## src/rtl/fsr_act_pkg.sv

```systemverilog
package fsr_act_pkg;

    typedef enum logic [1:0] {
        ST_IDLE  = 2'd0,
        ST_INIT  = 2'd1,
        ST_TRACK = 2'd2
    } mon_state_e;

endpackage

```

## src/rtl/fsr_act_mirror.sv

```systemverilog
module fsr_act_mirror #(
    parameter int REG_LEN = 160
) (
    input  logic               clk,
    input  logic               rst_n,
    input  logic               load_i,
    input  logic [REG_LEN-1:0] load_state_i,
    input  logic               shift_i,
    input  logic               shift_bit_i,
    output logic               enter_diff_o,
    output logic               exit_diff_o
);

    logic [REG_LEN-1:0] copy_q;

    always_ff @(posedge clk or negedge rst_n) begin
        if (!rst_n) begin
            copy_q <= '0;
        end else if (load_i) begin
            copy_q <= load_state_i;
        end else if (shift_i) begin
            copy_q <= {copy_q[REG_LEN-2:0], shift_bit_i};
        end
    end

    // Pair created at the entry end, pair discarded at the far end.
    assign enter_diff_o = shift_bit_i ^ copy_q[0];
    assign exit_diff_o  = copy_q[REG_LEN-1] ^ copy_q[REG_LEN-2];

endmodule

```

## src/rtl/fsr_act_counter.sv

```systemverilog
module fsr_act_counter #(
    parameter int REG_LEN = 160,
    parameter int CNT_W   = $clog2(REG_LEN + 1)
) (
    input  logic               clk,
    input  logic               rst_n,
    input  logic               load_i,
    input  logic [REG_LEN-1:0] load_state_i,
    input  logic               shift_i,
    input  logic               enter_diff_i,
    input  logic               exit_diff_i,
    output logic [CNT_W-1:0]   count_o
);

    localparam logic [CNT_W-1:0] CNT_MAX = CNT_W'(REG_LEN - 1);

    logic [CNT_W-1:0] cnt_q;
    logic [CNT_W-1:0] scan_cnt;

    // Full scan, used only when a new state is loaded.
    always_comb begin
        scan_cnt = '0;
        for (int k = 0; k < REG_LEN - 1; k++) begin
            scan_cnt = scan_cnt + CNT_W'(load_state_i[k] ^ load_state_i[k+1]);
        end
    end

    always_ff @(posedge clk or negedge rst_n) begin
        if (!rst_n) begin
            cnt_q <= '0;
        end else if (load_i) begin
            cnt_q <= scan_cnt;
        end else if (shift_i) begin
            cnt_q <= cnt_q + CNT_W'(enter_diff_i) - CNT_W'(exit_diff_i);
        end
    end

    assign count_o = cnt_q;

    AST_CNT_RANGE: assert property (@(posedge clk) disable iff (!rst_n)
        cnt_q <= CNT_MAX);

    AST_DELTA_BOUND: assert property (@(posedge clk) disable iff (!rst_n)
        (shift_i && !load_i) |=> ((cnt_q == $past(cnt_q)) ||
                                  (cnt_q == $past(cnt_q) + CNT_W'(1)) ||
                                  (cnt_q == $past(cnt_q) - CNT_W'(1))));

    AST_CANCEL_NET: assert property (@(posedge clk) disable iff (!rst_n)
        (shift_i && !load_i && enter_diff_i && exit_diff_i) |=> $stable(cnt_q));

    AST_IDLE_HOLD: assert property (@(posedge clk) disable iff (!rst_n)
        (!shift_i && !load_i) |=> $stable(cnt_q));

endmodule

```

## src/rtl/fsr_act_level_map.sv

```systemverilog
module fsr_act_level_map #(
    parameter int REG_LEN    = 160,
    parameter int CNT_W      = $clog2(REG_LEN + 1),
    parameter int NUM_LEVELS = 3,
    parameter int THR_LO     = 81,
    parameter int THR_HI     = 128
) (
    input  logic [CNT_W-1:0]      count_i,
    output logic [NUM_LEVELS-1:0] band_o
);

    localparam logic [CNT_W-1:0] LO_C = CNT_W'(THR_LO);
    localparam logic [CNT_W-1:0] HI_C = CNT_W'(THR_HI);

    initial begin
        if (NUM_LEVELS != 2 && NUM_LEVELS != 3)
            $error("level map supports two or three levels only");
        if (NUM_LEVELS == 3 && THR_HI < THR_LO)
            $error("upper band boundary below lower one");
    end

    generate
        if (NUM_LEVELS == 2) begin : g_two
            always_comb begin
                band_o = (count_i < LO_C) ? 2'b01 : 2'b10;
            end
        end else begin : g_three
            always_comb begin
                if (count_i < LO_C)
                    band_o = 3'b001;
                else if (count_i <= HI_C)
                    band_o = 3'b010;
                else
                    band_o = 3'b100;
            end
        end
    endgenerate

endmodule

```

## src/rtl/fsr_act_ctrl.sv

```systemverilog
module fsr_act_ctrl
    import fsr_act_pkg::*;
#(
    parameter int NUM_LEVELS  = 3,
    parameter int INIT_CYCLES = 160
) (
    input  logic                  clk,
    input  logic                  rst_n,
    input  logic                  load_i,
    input  logic                  shift_i,
    input  logic [NUM_LEVELS-1:0] band_i,
    output logic [NUM_LEVELS-1:0] level_sel_o
);

    localparam int ICW = $clog2(INIT_CYCLES + 1);
    localparam logic [ICW-1:0]        INIT_LAST = ICW'(INIT_CYCLES - 1);
    localparam logic [NUM_LEVELS-1:0] SEL_MAX   = NUM_LEVELS'(1) << (NUM_LEVELS - 1);

    mon_state_e            state_q, state_d;
    logic [ICW-1:0]        init_cnt_q, init_cnt_d;
    logic [NUM_LEVELS-1:0] level_q;

    // Next state and initialisation window counter.
    always_comb begin
        state_d    = state_q;
        init_cnt_d = init_cnt_q;
        unique case (state_q)
            ST_IDLE: begin
                if (load_i) begin
                    state_d    = ST_INIT;
                    init_cnt_d = '0;
                end
            end
            ST_INIT: begin
                if (load_i) begin
                    init_cnt_d = '0;
                end else if (shift_i) begin
                    if (init_cnt_q == INIT_LAST) begin
                        state_d = ST_TRACK;
                    end
                    init_cnt_d = init_cnt_q + ICW'(1);
                end
            end
            ST_TRACK: begin
                if (load_i) begin
                    state_d    = ST_INIT;
                    init_cnt_d = '0;
                end
            end
            default: begin
                state_d    = ST_IDLE;
                init_cnt_d = '0;
            end
        endcase
    end

    // State register.
    always_ff @(posedge clk or negedge rst_n) begin
        if (!rst_n) begin
            state_q    <= ST_IDLE;
            init_cnt_q <= '0;
        end else begin
            state_q    <= state_d;
            init_cnt_q <= init_cnt_d;
        end
    end

    // Output register: maximum until tracking, then the band of the count.
    always_ff @(posedge clk or negedge rst_n) begin
        if (!rst_n) begin
            level_q <= SEL_MAX;
        end else begin
            unique case (state_q)
                ST_TRACK: level_q <= band_i;
                ST_IDLE,
                ST_INIT:  level_q <= SEL_MAX;
                default:  level_q <= SEL_MAX;
            endcase
        end
    end

    assign level_sel_o = level_q;

    AST_SEL_ONEHOT: assert property (@(posedge clk) disable iff (!rst_n)
        $countones(level_q) == 1);

    AST_LOAD_TO_INIT: assert property (@(posedge clk) disable iff (!rst_n)
        load_i |=> (state_q == ST_INIT));

    AST_INIT_MAX: assert property (@(posedge clk) disable iff (!rst_n)
        (state_q == ST_INIT) |=> (level_q == SEL_MAX));

    AST_IDLE_MAX: assert property (@(posedge clk) disable iff (!rst_n)
        (state_q == ST_IDLE) |=> (level_q == SEL_MAX));

endmodule

```

## src/rtl/fsr_activity_monitor.sv

```systemverilog
module fsr_activity_monitor #(
    parameter int REG_LEN     = 160,
    parameter int NUM_LEVELS  = 3,
    parameter int THR_LO      = 81,
    parameter int THR_HI      = 128,
    parameter int INIT_CYCLES = REG_LEN,
    parameter int CNT_W       = $clog2(REG_LEN + 1)
) (
    input  logic                  clk,
    input  logic                  rst_n,
    input  logic                  load_i,
    input  logic [REG_LEN-1:0]    load_state_i,
    input  logic                  shift_i,
    input  logic                  shift_bit_i,
    output logic [CNT_W-1:0]      activity_o,
    output logic [NUM_LEVELS-1:0] level_sel_o
);

    logic                  enter_diff;
    logic                  exit_diff;
    logic [CNT_W-1:0]      count;
    logic [NUM_LEVELS-1:0] band;

    fsr_act_mirror #(
        .REG_LEN (REG_LEN)
    ) mirror_i (
        .clk          (clk),
        .rst_n        (rst_n),
        .load_i       (load_i),
        .load_state_i (load_state_i),
        .shift_i      (shift_i),
        .shift_bit_i  (shift_bit_i),
        .enter_diff_o (enter_diff),
        .exit_diff_o  (exit_diff)
    );

    fsr_act_counter #(
        .REG_LEN (REG_LEN),
        .CNT_W   (CNT_W)
    ) counter_i (
        .clk          (clk),
        .rst_n        (rst_n),
        .load_i       (load_i),
        .load_state_i (load_state_i),
        .shift_i      (shift_i),
        .enter_diff_i (enter_diff),
        .exit_diff_i  (exit_diff),
        .count_o      (count)
    );

    fsr_act_level_map #(
        .REG_LEN    (REG_LEN),
        .CNT_W      (CNT_W),
        .NUM_LEVELS (NUM_LEVELS),
        .THR_LO     (THR_LO),
        .THR_HI     (THR_HI)
    ) map_i (
        .count_i (count),
        .band_o  (band)
    );

    fsr_act_ctrl #(
        .NUM_LEVELS  (NUM_LEVELS),
        .INIT_CYCLES (INIT_CYCLES)
    ) ctrl_i (
        .clk         (clk),
        .rst_n       (rst_n),
        .load_i      (load_i),
        .shift_i     (shift_i),
        .band_i      (band),
        .level_sel_o (level_sel_o)
    );

    assign activity_o = count;

endmodule

```

## config.mk

```make
export PLATFORM = sky130hd
export DESIGN_NAME = fsr_activity_monitor
export DESIGN_NICKNAME = d
export VERILOG_FILES = /design/src/rtl/fsr_act_pkg.sv /design/src/rtl/fsr_act_mirror.sv /design/src/rtl/fsr_act_counter.sv /design/src/rtl/fsr_act_level_map.sv /design/src/rtl/fsr_act_ctrl.sv /design/src/rtl/fsr_activity_monitor.sv
export SDC_FILE = /design/constraint.sdc
export NUM_CORES = 1
export LEC_CHECK = 0
export ABC_CLOCK_PERIOD_IN_PS = 2300
export BUFFER_PORTS_ARGS = -buffer_cell sky130_fd_sc_hd__buf_2
export CORE_MARGIN = 1
export CORE_UTILIZATION = 54
export DETAILED_ROUTE_END_ITERATION = 7
export GPL_TIMING_DRIVEN = 0
export PLACE_DENSITY = 0.78
export SYNTH_ARGS = -nofsm -noshare
export SYNTH_HDL_FRONTEND = slang
export SYNTH_HIERARCHICAL = 1
export SYNTH_SLANG_ARGS = --single-unit
```

## constraint.sdc

```tcl
create_clock -name clk -period 2.3 [get_ports clk]
set_input_delay 0.69 -clock clk [delete_from_list [all_inputs] [get_ports clk]]
set_output_delay 0.69 -clock clk [all_outputs]
set_load 0.1 [all_outputs]
```

==> reports/qor.txt, run 1 <==
STATUS
---------------------------------------------------------------------------------
Result of the run                                                    complete, but fails checks
Violations in the final reports                                      negative setup slack

SETUP PATH
---------------------------------------------------------------------------------
Flop-to-flop setup slack                                                 -0.14 ns
Required time of the worst setup path                                     2.65 ns
Endpoint type of the worst setup path                                   flip-flop
Critical path arrival                                                     7.91 ns
Reg2Reg Launch Point                                                 mirror_i/copy_q[158]
Kind of launch point of the worst setup path                            input pin
Depth of the worst register-to-register path                                   12
Endpoint of the worst-slack reg-to-reg timing path                   counter_i/count_o[6]
Biggest fanout along the worst timing path                                      2
CP Class                                                             input pin to flip-flop

ROUTING
---------------------------------------------------------------------------------
DRC violation count after routing                                               0
Wire per inst                                                             17.8 µm
Via total after detailed routing                                            10127
Count of nets left with antenna violations after detail routing                 0
Detailed-route wire length                                               33600 µm
Vias per inst                                                                5.36
Detailed-router iteration count before antenna repair                           5
Drt first-iter violations                                                     716

STA
---------------------------------------------------------------------------------
Rel. slew slack                                                             52.4%
Min setup slack post-route                                               -5.26 ns
Number of hold violations in the final report                                   0
Final period util                                                            329%
Count of endpoints failing setup in the final report                            8
Maximum clock rate                                                      0.132 GHz
Worst hold margin                                                        0.241 ns
Worst setup skew after layout                                          0.00969 ns
Final period demand of the worst path                                     7.56 ns
Slew at the pin closest to its max-slew limit                            0.714 ns
RSZ-0062 raised after global routing                                         true
Max-slew violation count                                                        0

PLACE
---------------------------------------------------------------------------------
Placed Cells incl. Taps                                                      1849
Port Buf Inserts                                                              175
Post-place setup slack                                                   -5.67 ns
GP Congestion                                                               0.861
Standard cell area after detailed placement                             15600 µm²
Hpwl dp                                                                  26400 µm

LAYOUT
---------------------------------------------------------------------------------
Area used by multi-input combinational logic                             8860 µm²
Number of filler cells placed in the layout                                  2016
Final #Nets                                                                  1888
Fraction of layout instances using a drive strength above 1                 19.0%
Sequential cell area                                                     4530 µm²
Area growth from synthesis to layout                                        16.8%
Final design area excluding fillers                                     16500 µm²
Final standard cell count with taps included and fillers excluded            1889

GLOBAL ROUTE
---------------------------------------------------------------------------------
Total global routing overflow                                                   0
Global-route wire length before repair                                   54100 µm
Initial antenna violation count                                                 7
Pin count of the biggest net entering global routing                           92
Total global-route track usage                                              26.5%
Number of global-route vias before repair                                   10553

LOGIC SYNTHESIS
---------------------------------------------------------------------------------
Warning count from the yosys run                                                6
Synth Instances                                                              1343
Number of synthesized register bits                                           181
Share of synthesized flip-flops with an asynchronous set or reset            100%
Top area cells in the synthesized netlist                            sky130_fd_sc_hd__dfrtp_1 32%, sky130_fd_sc_hd__fa_1 21%, sky130_fd_sc_hd__mux2i_1 12%
Leading area contributor after synthesis                             sky130_fd_sc_hd__dfrtp_1
Number of enable flip-flop cells after synthesis                                0
Mean instance size in the synthesized netlist                            10.5 µm²
Most instantiated flip-flop cell in the synthesis netlist            sky130_fd_sc_hd__dfrtp_1
Post-synth net total                                                         1688
Sequential-to-total area share from yosys stat                              32.1%
Netlist area before placement                                           14100 µm²
Unique masters post-synth                                                      52
Portion of synthesized cell area occupied by the leading cell type          31.9%

FLOW RUN
---------------------------------------------------------------------------------
# Max-Cap Violations                                                            0

DIE
---------------------------------------------------------------------------------
Height of the die                                                          164 µm
Area inside the core boundary                                           25400 µm²
Initial core utilization                                                    55.6%
Overall die width                                                          164 µm
Number of cell rows                                                            58
Die Outline Area                                                        26800 µm²
Total I/O pin count                                                           176

CLOCK NETWORK
---------------------------------------------------------------------------------
Clk sinks                                                                     181
Clock slew seen by the registers of the worst setup and hold paths        0.08 ns
Source-to-sink clock delay at the later pin of the worst-skew pair        0.44 ns
Clock tree from TritonCTS                                                     yes
Maximum clock insertion buffer count                                            2
Count of hold buffers inserted by post-cts repair                               0
H-tree levels                                                                   4
Number of buffers created by CTS                                               17
Root Driver                                                          sky130_fd_sc_hd__clkbuf_16

WORST HOLD PATH
---------------------------------------------------------------------------------
Worst min-delay path class                                           input pin to async pin

worst max-delay path, cell delays in order:
cell	delay [ns]
sky130_fd_sc_hd__buf_8	0.10
sky130_fd_sc_hd__xnor2_4	0.14
sky130_fd_sc_hd__fa_1	0.53
sky130_fd_sc_hd__fa_1	0.64
sky130_fd_sc_hd__inv_2	0.06
sky130_fd_sc_hd__fa_1	0.56
sky130_fd_sc_hd__inv_2	0.05
sky130_fd_sc_hd__fa_2	0.53
sky130_fd_sc_hd__inv_2	0.04
sky130_fd_sc_hd__fa_1	0.45
sky130_fd_sc_hd__inv_1	0.09
sky130_fd_sc_hd__fa_2	0.44
sky130_fd_sc_hd__fa_1	0.53
sky130_fd_sc_hd__inv_2	0.05
sky130_fd_sc_hd__fa_2	0.56
sky130_fd_sc_hd__inv_2	0.04
sky130_fd_sc_hd__fa_1	0.50
sky130_fd_sc_hd__fa_1	0.43
sky130_fd_sc_hd__inv_2	0.08
sky130_fd_sc_hd__ha_4	0.13
sky130_fd_sc_hd__inv_2	0.04
sky130_fd_sc_hd__fa_2	0.37
sky130_fd_sc_hd__nand2b_4	0.17
sky130_fd_sc_hd__a21oi_4	0.16
sky130_fd_sc_hd__o21ai_1	0.08
sky130_fd_sc_hd__nand2b_1	0.10
sky130_fd_sc_hd__xnor2_1	0.11
sky130_fd_sc_hd__a221oi_2	0.24
logic make-up after synthesis:
logic type	share of synthesized area, %
AO/OA/AOI/OAI	8.16
buffers and inverters	7.00
AND/OR/NAND/NOR	6.48
adder cells (fa/ha/maj)	23.8
multiplexers	11.9
flip-flops	32.1
XOR/XNOR	10.6
layer usage:
layer	GRT usage [%]	share of wire (%)	up-vias	wire [µm]
li1	-	-	4723	-
met1	35.6	43	5085	14500
met2	45.0	50	268	16900
met3	4.29	5.2	43	1740
met4	5.93	1.3	8	444
met5	0	0.14	-	46
flip-flops by register name, indices dropped and copies added, names as in the netlist:
name,count
ctrl_i/init_cnt_q,8
mirror_i/copy_q,160
counter_i/count_o,8
ctrl_i/level_sel_o,3
ctrl_i/state_q,2
cell usage after synthesis, types with 2 or more instances:
cell                        count
sky130_fd_sc_hd__nand3_1        5
sky130_fd_sc_hd__clkbuf_1      33
sky130_fd_sc_hd__xor2_1        96
sky130_fd_sc_hd__o21ai_0       75
sky130_fd_sc_hd__o2bb2ai_1      2
sky130_fd_sc_hd__buf_8         11
sky130_fd_sc_hd__buf_1          2
sky130_fd_sc_hd__fa_1         147
sky130_fd_sc_hd__nor2_1         7
sky130_fd_sc_hd__a211oi_1       2
sky130_fd_sc_hd__buf_4          7
sky130_fd_sc_hd__inv_1        163
sky130_fd_sc_hd__a21o_1         2
sky130_fd_sc_hd__dfrtp_1      180
sky130_fd_sc_hd__a31oi_1        7
sky130_fd_sc_hd__a21oi_1       12
sky130_fd_sc_hd__and4_1         3
sky130_fd_sc_hd__ha_1          33
sky130_fd_sc_hd__buf_2          3
sky130_fd_sc_hd__nor2b_1        4
sky130_fd_sc_hd__xnor2_1       74
sky130_fd_sc_hd__and2_1         3
sky130_fd_sc_hd__o21ai_1      100
sky130_fd_sc_hd__nand4_1        2
sky130_fd_sc_hd__mux2i_1      167
sky130_fd_sc_hd__nand2_1      168
sky130_fd_sc_hd__nor3_1         2
sky130_fd_sc_hd__and2b_1        2
sky130_fd_sc_hd__nand2b_1       5
sky130_fd_sc_hd__a22oi_1        3
sky130_fd_sc_hd__nand3b_1       2
worst max path at each step:
stage	cells past startpoint	to	from
final	28	counter_i/count_o[6]	load_state_i[120]
after global routing	28	counter_i/count_o[6]	load_state_i[120]
after CTS	28	counter_i/count_o[6]	load_state_i[120]
after detailed placement	25	counter_i/count_o[6]	load_state_i[103]
after global placement	25	counter_i/count_o[6]	load_state_i[103]
after floorplan	24	counter_i/count_o[6]	load_state_i[103]
placed cells by master, fill, tap and decap left out, types with 3 or more instances in the layout:
cell                        netlist  layout
sky130_fd_sc_hd__buf_8           11      13
sky130_fd_sc_hd__inv_8            0       5
sky130_fd_sc_hd__xnor2_4          0       4
sky130_fd_sc_hd__o21ai_0         75      69
sky130_fd_sc_hd__xnor2_1         74      62
sky130_fd_sc_hd__clkinv_8         0       3
sky130_fd_sc_hd__o21ai_1        100     104
sky130_fd_sc_hd__xor2_1          96      94
sky130_fd_sc_hd__clkbuf_1        33      33
sky130_fd_sc_hd__and4_1           3       3
sky130_fd_sc_hd__nor2_1           7       7
sky130_fd_sc_hd__inv_1          163     154
sky130_fd_sc_hd__and2_1           3       3
sky130_fd_sc_hd__ha_1            33      31
sky130_fd_sc_hd__diode_2          0       3
sky130_fd_sc_hd__a22oi_1          3       3
sky130_fd_sc_hd__clkinv_4         0       3
sky130_fd_sc_hd__nor2b_1          4       4
sky130_fd_sc_hd__nand2_1        168     167
sky130_fd_sc_hd__inv_2            0       9
sky130_fd_sc_hd__buf_6            1      14
sky130_fd_sc_hd__fa_2             0      15
sky130_fd_sc_hd__a31oi_1          7       7
sky130_fd_sc_hd__a21oi_1         12       9
sky130_fd_sc_hd__fa_1           147     132
sky130_fd_sc_hd__buf_2            3     164
sky130_fd_sc_hd__xnor2_2          0       8
sky130_fd_sc_hd__nand2b_1         5       3
sky130_fd_sc_hd__buf_4            7      11
sky130_fd_sc_hd__dfrtp_1        180     180
sky130_fd_sc_hd__nand3_1          5       4
sky130_fd_sc_hd__mux2i_1        167     167
sky130_fd_sc_hd__clkbuf_16        0      17
stage by stage:
step,util (%),setup TNS [ns]
final,64.9,-39.23
after detailed placement,61.4,-42.39
after global placement,61.3,-456.99
after CTS,64.7,-38.68
after floorplan,-,-37.01
after global routing,64.9,-40.70
cell type report:
class	instances	area share, %
inverters	163	3.71
clock inverters	15	1.27
clock buffers	17	2.58
repair buffers	181	6.31
diodes	3	0.0456
well taps	330	2.51
multi-input cells	942	53.8
plain buffers	57	2.28
flip-flops and latches	181	27.5
repair_timing:
item | in CTS | in global routing
buffers inserted | 5 | 0
resized for setup | 50 | 10
pin swaps | 36 | 5
endpoints found under the setup margin | 8 | 8
Power of run 1 is not shown: default switching activity piles up to over one toggle a cycle in this logic, so the estimate is an artifact.
==> run 2: changes to the inputs <==
- PLACE_DENSITY: 0.78 -> not set
- PLACE_DENSITY_LB_ADDON: not set -> 0.08
==> reports/qor.txt, run 2 (synthesis gave the netlist of run 1 again) <==
GLOBAL ROUTE
---------------------------------------------------------------------------------
Initial antenna violation count                                                 2   -5
Global-route wire length before repair                                   54100 µm   about the same
Total global routing overflow                                                   0   unchanged
Total global-route track usage                                              26.5%   about the same
Number of global-route vias before repair                                   10573   +0.19%
Pin count of the biggest net entering global routing                          116   +26%

ROUTING
---------------------------------------------------------------------------------
DRC violation count after routing                                               0   unchanged
Vias per inst                                                                5.26   -1.9%
Drt first-iter violations                                                     708   -1.1%
Wire per inst                                                             17.4 µm   -1.8%
Detailed-router iteration count before antenna repair                           5   unchanged
Via total after detailed routing                                             9916   -2.1%
Count of nets left with antenna violations after detail routing                 0   unchanged
Detailed-route wire length                                               32900 µm   -2.0%

STA
---------------------------------------------------------------------------------
Min setup slack post-route                                               -5.22 ns   +0.0367 ns
Max-slew violation count                                                        0   unchanged
Maximum clock rate                                                      0.133 GHz   +0.49%
Final period util                                                            327%   -1.6 points
Rel. slew slack                                                             57.5%   +5.1 points
Final period demand of the worst path                                     7.52 ns   -0.0367 ns
Count of endpoints failing setup in the final report                            8   unchanged
Slew at the pin closest to its max-slew limit                            0.638 ns   -0.0758 ns
RSZ-0062 raised after global routing                                         true
Worst setup skew after layout                                           0.0120 ns   +0.00230 ns
Number of hold violations in the final report                                   0   unchanged

LAYOUT
---------------------------------------------------------------------------------
Final #Nets                                                                  1887   -0.053%
Max FFs per register                                                          160   unchanged
Final design area excluding fillers                                     16500 µm²   about the same
Area growth from synthesis to layout                                        16.8%   about the same
Most used cells in the layout excluding fill and tap cells           180 x sky130_fd_sc_hd__dfrtp_1, 168 x sky130_fd_sc_hd__nand2_1, 167 x sky130_fd_sc_hd__mux2i_1
Most flop-heavy register                                             mirror_i/copy_q
Fraction of layout instances using a drive strength above 1                 19.8%   +0.78 points
Leading cell type in the layout, fill and taps excluded              sky130_fd_sc_hd__dfrtp_1

FLOW RUN
---------------------------------------------------------------------------------
# Max-Cap Violations                                                            0   unchanged

SETUP PATH
---------------------------------------------------------------------------------
CP bufs+invs                                                                    9   unchanged
Biggest fanout along the worst timing path                                      2   unchanged
Endpoint type of the worst setup path                                   flip-flop
Logic depth of the worst path, buffers included                                28   unchanged
Required time of the worst setup path                                     2.64 ns   about the same
Critical path arrival                                                     7.86 ns   -0.05 ns
Cell repeated most along the worst path                              sky130_fd_sc_hd__fa_1
Critical Path Max Stage Delay                                             0.63 ns   about the same
Kind of launch point of the worst setup path                            input pin
Depth of the worst register-to-register path                                   12   unchanged
Flop-to-flop setup slack                                                 -0.26 ns   -0.12 ns
CP Class                                                             input pin to flip-flop
Slowest stage cell, crit path                                        sky130_fd_sc_hd__fa_1
CP delay by family, top                                               adder cells

DIE
---------------------------------------------------------------------------------
Number of cell rows                                                            58   unchanged
Overall die width                                                          164 µm   unchanged
Initial core utilization                                                    55.6%   unchanged
Total I/O pin count                                                           176   unchanged
Area inside the core boundary                                           25400 µm²   unchanged
Height of the die                                                          164 µm   unchanged
Die Outline Area                                                        26800 µm²   unchanged

CLOCK NETWORK
---------------------------------------------------------------------------------
Root Driver                                                          sky130_fd_sc_hd__clkbuf_16
Clock tree from TritonCTS                                                     yes
Maximum clock insertion buffer count                                            2   unchanged
H-tree levels                                                                   4   unchanged
Source-to-sink clock delay at the later pin of the worst-skew pair        0.44 ns   about the same
Clock slew seen by the registers of the worst setup and hold paths        0.08 ns   about the same
Count of hold buffers inserted by post-cts repair                               0   unchanged
Clk sinks                                                                     181   unchanged
Number of buffers created by CTS                                               17   unchanged

PLACE
---------------------------------------------------------------------------------
GP Congestion                                                               0.797   -7.4%
Hpwl dp                                                                  25800 µm   -2.1%
Standard cell area after detailed placement                             15600 µm²   unchanged
Port Buf Inserts                                                              175   unchanged

STATUS
---------------------------------------------------------------------------------
Violations in the final reports                                      negative setup slack
Result of the run                                                    complete, but fails checks

WORST HOLD PATH
---------------------------------------------------------------------------------
Worst min-delay path class                                           input pin to async pin

-- run 2: metal layers --
| layer | global-route usage [%] | wire [µm] | up-vias |
|---|---|---|---|
| met5 | 0 | 16 | - |
| met1 | 36.9 | 15100 | 4952 |
| met2 | 43.9 | 16000 | 208 |
| met3 | 4.39 | 1520 | 22 |
| li1 | - | - | 4732 |
| met4 | 4.92 | 242 | 2 |
-- run 2: metrics by stage --
step	utilization, %	TNS (ns)	hold slack, ns	std cells	setup slack [ns]
global route	64.9	-39.96	0.222	1885	-5.41
CTS	64.4	-38.06	0.189	1884	-5.16
floorplan	-	-37.01	0.394	1343	-4.97
finish	64.9	-38.66	0.179	1886	-5.22
global placement	61.3	-490.63	0.472	1848	-5.58
detailed placement	61.4	-42.15	0.486	1849	-5.64
-- run 2: timing repair --
item | CTS | global route
pin swaps | 17 | 25
buffers inserted | 3 | 2
endpoints found under the hold margin | 0 | 0
endpoints found under the setup margin | 8 | 8
gates resized for setup | 38 | 32
-- run 2: layout make-up --
cell class / count / area [µm²]
Buffer: 57 / 375
Clock buffer: 19 / 453
Fill cell: 2102 / 8920
Timing Repair Buffer: 180 / 1010
Antenna cell: 1 / 2.50
Clock inverter: 13 / 134
Tap cell: 330 / 413
Multi-Input combinational cell: 942 / 8950
Inverter: 163 / 612
Sequential cell: 181 / 4530
-- run 2: final timing paths --
| kind | start | endpoint |
|---|---|---|
| min | rst_n | mirror_i/copy_q[59] |
| max in group asynchronous | rst_n | mirror_i/copy_q[111] |
| max reg2reg | mirror_i/copy_q[158] | counter_i/count_o[6] |
| max | load_state_i[113] | counter_i/count_o[6] |
| min reg2reg | ctrl_i/init_cnt_q[7] | ctrl_i/init_cnt_q[7] |
| min in group clk | load_state_i[79] | mirror_i/copy_q[79] |
Power of run 2 is left out for the same reason.
